$ cat src/rtl/timer_pkg.sv
package timer_pkg;

  typedef enum logic [1:0] {
    SEL_START = 2'd0,
    SEL_COUNT = 2'd1,
    SEL_CTRL  = 2'd2,
    SEL_FLAG  = 2'd3
  } regSel_e;

  localparam int RUN_BIT = 0;
  localparam int IEN_BIT = 1;

  // strobes from control to datapath
  typedef struct packed {
    logic start;      // run bit rising: load start value
    logic reload;     // timeout: load start value
    logic decrement;  // running, count nonzero
    logic startWrite; // software writes start value
  } tmrStrobe_t;

endpackage

$ cat src/rtl/timer_dp.sv
module timer_dp
  import timer_pkg::*;
#(
  parameter int CNT_W = 32
) (
  input  logic             clk,
  input  logic             rstN,
  input  tmrStrobe_t       strobe,
  input  logic [CNT_W-1:0] wrData,
  output logic [CNT_W-1:0] startVal,
  output logic [CNT_W-1:0] count,
  output logic             cntZero
);

  localparam logic [CNT_W-1:0] ONE = CNT_W'(1);

  always_ff @(posedge clk or negedge rstN) begin
    if (!rstN) begin
      startVal <= '0;
    end else if (strobe.startWrite) begin
      startVal <= wrData;
    end
  end

  always_ff @(posedge clk or negedge rstN) begin
    if (!rstN) begin
      count <= '0;
    end else if (strobe.start || strobe.reload) begin
      count <= startVal;
    end else if (strobe.decrement) begin
      count <= count - ONE;
    end
  end

  assign cntZero = (count == '0);

  p_start_load_r3: assert property (@(posedge clk) disable iff (!rstN)
    strobe.start |=> count == $past(startVal));

  p_step_down_r3: assert property (@(posedge clk) disable iff (!rstN)
    strobe.decrement |=> count == $past(count) - ONE);

  p_reload_value_r4: assert property (@(posedge clk) disable iff (!rstN)
    strobe.reload |=> count == $past(startVal));

  p_hold_idle_r7: assert property (@(posedge clk) disable iff (!rstN)
    !(strobe.start || strobe.reload || strobe.decrement) |=> $stable(count));

endmodule

$ cat src/rtl/timer_ctrl.sv
module timer_ctrl
  import timer_pkg::*;
(
  input  logic       clk,
  input  logic       rstN,
  input  logic [1:0] regAddr,
  input  logic       regWrEn,
  input  logic [1:0] wrBits,
  input  logic       cntZero,
  output tmrStrobe_t strobe,
  output logic       runEn,
  output logic       irqEn,
  output logic       flag,
  output logic       trig,
  output logic       irq
);

  logic ctrlWrite;
  logic clearWrite;

  assign ctrlWrite  = regWrEn && (regSel_e'(regAddr) == SEL_CTRL);
  assign clearWrite = regWrEn && (regSel_e'(regAddr) == SEL_FLAG) && wrBits[0];
  assign trig       = runEn && cntZero;
  assign irq        = flag && irqEn;

  always_comb begin
    strobe            = '0;
    strobe.start      = ctrlWrite && wrBits[RUN_BIT] && !runEn;
    strobe.reload     = trig;
    strobe.decrement  = runEn && !cntZero;
    strobe.startWrite = regWrEn && (regSel_e'(regAddr) == SEL_START);
  end

  always_ff @(posedge clk or negedge rstN) begin
    if (!rstN) begin
      runEn <= 1'b0;
      irqEn <= 1'b0;
    end else if (ctrlWrite) begin
      runEn <= wrBits[RUN_BIT];
      irqEn <= wrBits[IEN_BIT];
    end
  end

  // set has priority over software clear
  always_ff @(posedge clk or negedge rstN) begin
    if (!rstN) begin
      flag <= 1'b0;
    end else if (trig) begin
      flag <= 1'b1;
    end else if (clearWrite) begin
      flag <= 1'b0;
    end
  end

  p_flag_set_r5: assert property (@(posedge clk) disable iff (!rstN)
    trig |=> flag);

  p_flag_sticky_r5: assert property (@(posedge clk) disable iff (!rstN)
    flag && !clearWrite |=> flag);

  p_set_wins_r6: assert property (@(posedge clk) disable iff (!rstN)
    trig && clearWrite |=> flag);

  p_start_runs_r3: assert property (@(posedge clk) disable iff (!rstN)
    strobe.start |=> runEn);

endmodule

$ cat src/rtl/countdown_timer.sv
module countdown_timer
  import timer_pkg::*;
#(
  parameter int CNT_W = 32
) (
  input  logic             clk,
  input  logic             rstN,
  input  logic [1:0]       regAddr,
  input  logic             regWrEn,
  input  logic [CNT_W-1:0] regWrData,
  output logic [CNT_W-1:0] regRdData,
  output logic             irqOut,
  output logic             trigOut
);

  tmrStrobe_t       strobe;
  logic [CNT_W-1:0] startVal;
  logic [CNT_W-1:0] count;
  logic             cntZero;
  logic             runEn;
  logic             irqEn;
  logic             flag;

  timer_ctrl u_ctrl (
    .clk     (clk),
    .rstN    (rstN),
    .regAddr (regAddr),
    .regWrEn (regWrEn),
    .wrBits  (regWrData[1:0]),
    .cntZero (cntZero),
    .strobe  (strobe),
    .runEn   (runEn),
    .irqEn   (irqEn),
    .flag    (flag),
    .trig    (trigOut),
    .irq     (irqOut)
  );

  timer_dp #(.CNT_W(CNT_W)) u_dp (
    .clk      (clk),
    .rstN     (rstN),
    .strobe   (strobe),
    .wrData   (regWrData),
    .startVal (startVal),
    .count    (count),
    .cntZero  (cntZero)
  );

  always_comb begin
    regRdData = '0;
    unique case (regSel_e'(regAddr))
      SEL_START: regRdData = startVal;
      SEL_COUNT: regRdData = count;
      SEL_CTRL: begin
        regRdData[RUN_BIT] = runEn;
        regRdData[IEN_BIT] = irqEn;
      end
      SEL_FLAG:  regRdData[0] = flag;
      default:   regRdData = '0;
    endcase
  end

  p_single_pulse_r4: assert property (@(posedge clk) disable iff (!rstN)
    trigOut && (startVal != '0) && !strobe.startWrite |=> !trigOut);

endmodule

$ cat config.mk
export PLATFORM = sky130hd
export DESIGN_NAME = countdown_timer
export DESIGN_NICKNAME = d
export VERILOG_FILES = /design/src/rtl/timer_pkg.sv /design/src/rtl/timer_dp.sv /design/src/rtl/timer_ctrl.sv /design/src/rtl/countdown_timer.sv
export SDC_FILE = /design/constraint.sdc
export NUM_CORES = 1
export LEC_CHECK = 0
export BUFFER_PORTS_ARGS = -buffer_cell sky130_fd_sc_hd__buf_4
export CAP_MARGIN = 10
export CELL_PAD_IN_SITES_DETAIL_PLACEMENT = 1
export CELL_PAD_IN_SITES_GLOBAL_PLACEMENT = 1
export CORE_MARGIN = 2
export CORE_UTILIZATION = 47
export DETAILED_ROUTE_END_ITERATION = 8
export PLACE_DENSITY = 0.92
export SLEW_MARGIN = 20
export SYNTH_ARGS = -nofsm -noshare
export SYNTH_HDL_FRONTEND = slang
export SYNTH_SLANG_ARGS = --single-unit
export TNS_END_PERCENT = 20
$ cat constraint.sdc
create_clock -name clk -period 7.54 [get_ports clk]
set_input_delay 1.885 -clock clk [delete_from_list [all_inputs] [get_ports clk]]
set_output_delay 1.885 -clock clk [all_outputs]
set_load 0.01 [all_outputs]
==> metrics.md <==
| Metric | Value |
|---|---|
| Total leakage power | `2.077 nW` |
| Post-synth EDFFs | `0` |
| Critical-path maximum fanout | `37` |
| PnR worst setup slack | `2.668 ns` |
| Clk root buf | `clkbuf_8` |
| Maximum number of pins on one net before global-route repair | `68` |
| DR WL/cell | `22.02 um` |
| Reg2Reg Launch Point | `u_dp.count[5]$_DFFE_PN0P_` |
| Top-count cell post-synth | `dfrtp_1` |
| Max Freq | `205.2 MHz` |
| GR Util All Layers | `28.80%` |
| CTS H-tree lvls | `3` |
| Post-Syn Nets | `450` |
| Setup_tns | `0 ns` |
| Worst Hold Path Cells | `2` |
| Via count | `3848` |
| Die area | `9273 um^2` |
| First-pass GRT wire length | `20.56 mm` |
| Mapped Cells | `412` |
| DR WL met2 | `6.074 mm` |
| Synth area leaders | `dfrtp_1 (42%), mux2_2 (9.6%), mux2i_1 (8.5%), nor2_1 (5.2%), nand4_1 (2.5%)` |
| CTS tree | `yes` |
| Die Ht | `96.30 um` |
| Post-CTS Hold Fix Bufs | `0` |
| Reg power frac | `46.9%` |
| P_sw | `0.3979 mW` |
| Required time worst endpoint | `5.66 ns` |
| M1 WL | `5.382 mm` |
| # IOs | `71` |
| Combinational power share | `27.6%` |
| Clock slew at reported path FFs | `0.07 ns` |
| Initial antenna violation count | `0` |
| Post_cts resized | `0` |
| CP Capture Point | `regRdData[0]` |
| Row count | `33` |
| Dpl ws | `2.692 ns` |
| Crit end category | `output port` |
| Critical Path Start | `regAddr[1]` |
| Final min period | `4.872 ns` |
| Unrepaired setup endpoints after global routing | `no` |
| Total CTS buffers | `9` |
| Vias in the first global route | `3876` |
| Arrival @ worst endpoint | `2.99 ns` |
| Grt total ovfl | `0` |
| Slew Viols, Final | `0` |
| Startpoint types | `input port` |
| Clock Sinks | `67` |
| YS warnings | `0` |
| Synth unique cells | `51` |
| Initial Utilization | `48.73%` |
| Yosys top cell by area | `dfrtp_1` |
| Final WL | `12.68 mm` |
| R2r setup slk | `4.33 ns` |
| Cell internal pwr | `0.7474 mW` |
| Setup Crit Path Kind | `in -> out` |
| Final nets | `504` |
| Final Hold Violating Endpoints | `0` |
| Power density cells | `240.5 nW/um^2` |
| # diodes | `0` |
| IO Port Bufs | `70` |
| Clk pwr share | `25.6%` |
| Proportion of layout cells with a drive suffix above 1 | `29.30%` |
| Core area | `8217 um^2` |
| Yosys top cell area share | `41.88%` |
| DRC | `0` |
| Clk buf depth | `2` |
| Synthesized flop and latch total | `67` |
| Final ANT Viol Nets | `0` |
| Post-DP HPWL | `8.025 mm` |
| Synth cell count leaders | `dfrtp_1 (67), nor2_1 (55), mux2_2 (34), mux2i_1 (34)` |
| Status | `finished, final reports clean` |
| DR top layer | `met4` |
| Slew @ Worst Pin | `1.091 ns` |
| # Max-Cap Violations | `0` |
| Sequential area share after synthesis | `41.87%` |
| Initial DRC Count | `370` |
| FILL cells | `927` |
| Worst IR drop on VDD | `118.9 uV` |
| Post-placement cell count | `560` |
| Share of flip-flops with an asynchronous set or reset | `100.0%` |
| Pre-antenna DRT Iters | `5` |
| Final Non-Filler Cells | `576` |
| Syn avg cell area | `9.718 um^2` |
| Worst slew margin | `26.92%` |
| Worst Clk Skew | `0.008292 ns` |
| Clock Latency Late Sink | `0.34 ns` |
| Worst hold path class | `reg -> reg` |
| FF-to-FF End | `u_dp.count[7]$_DFFE_PN0P_` |
| Via/cell ratio | `6.681` |
| Net Sw Frac | `34.74%` |
| Routability cong. | `0.9587` |
| Met3 WL | `926 um` |
| Mapped cell area | `4004 um^2` |
| Final setup viols | `0` |
| Chip width | `96.30 um` |
| Layout area overhead | `18.94%` |
| Post-CTS setup repair buffer count | `0` |
| Main synth FF type | `dfrtp_1` |
| Worst R2R Path Depth | `5` |
| Area of the multi-input gates | `2166 um^2` |
| Reg area | `1677 um^2` |
| Final period utilization | `64.62%` |
## cells by family (layout without fill, tap and decap cells)
kind of cell,count (synthesis),count (layout),synth area share (%)
DFF,67,67,41.88
AOI/OAI and AO/OA,77,77,14.44
adders and majority gates,1,1,0.3125
and+or+nand+nor,157,157,20.53
muxes,69,69,18.63
buffers and inverters,41,100,4.218
## registers in the layout, indices dropped and copies added, names as in the netlist
| signal | cells |
|---|---|
| u_dp.startVal | 32 |
| u_dp.count | 32 |
| u_ctrl.irqEn | 1 |
| u_ctrl.runEn | 1 |
| u_ctrl.flag | 1 |
## critical path, stage by stage
cell	delay (ns)
buf_4	0.39
mux4_2	0.56
buf_4	0.16
## worst min-delay path by stage
stage | from | end
2_1_floorplan | u_ctrl.flag$_DFFE_PN0P_ | u_ctrl.flag$_DFFE_PN0P_
3_3_place_gp | u_ctrl.flag$_DFFE_PN0P_ | u_ctrl.flag$_DFFE_PN0P_
3_5_place_dp | u_ctrl.flag$_DFFE_PN0P_ | u_ctrl.flag$_DFFE_PN0P_
4_1_cts | u_ctrl.flag$_DFFE_PN0P_ | u_ctrl.flag$_DFFE_PN0P_
5_1_grt | u_ctrl.flag$_DFFE_PN0P_ | u_ctrl.flag$_DFFE_PN0P_
6_report | u_ctrl.flag$_DFFE_PN0P_ | u_ctrl.flag$_DFFE_PN0P_
## per-layer routing
layer	GRT usage, %	vias to the layer above
met2	46.01	201
met5	0	-
met3	6.030	50
met4	9.038	0
met1	39.33	1930
li1	-	1667
## layout by cell type (no fill, tap or decap), types with 13 or more instances in the layout
cell,count
buf_4,75
dfrtp_1,67
nor2_1,54
mux2i_1,34
mux2_2,34
nand2_1,22
a21oi_1,19
nand4_1,16
nor3_1,13
clkbuf_8,13
## power by group through the flow
stage                     logic (mW)  registers [mW]  clock network [mW]
final                          0.316           0.537               0.293
after CTS                      0.315           0.532               0.297
after floorplan                0.213           0.498                   0
after global placement         0.289           0.528                   0
after detailed placement       0.306           0.538                   0
after global routing           0.345           0.548               0.313
## stage by stage
| stage | total power, mW | util (%) | area (um^2) | hold WS (ns) |
|---|---|---|---|---|
| after detailed placement | 0.8445 | 55.60 | 4568 | 0.5113 |
| final | 1.145 | 57.96 | 4762 | 0.5213 |
| after global placement | 0.8171 | 55.60 | 4568 | 0.4882 |
| after floorplan | 0.7109 | - | 4004 | 0.4537 |
| after global routing | 1.206 | 57.96 | 4762 | 0.5631 |
| after CTS | 1.144 | 57.93 | 4760 | 0.5289 |
## area by class of cell
cell class	instances	share of cell area, %
multi-input combinational	304	45.48
sequential	67	35.21
timing repair buffer	75	11.82
clock buffer	15	3.915
tap	105	2.759
inverter	9	0.7094
clock inverter	1	0.1051
Power figures use the tool's default switching activity.
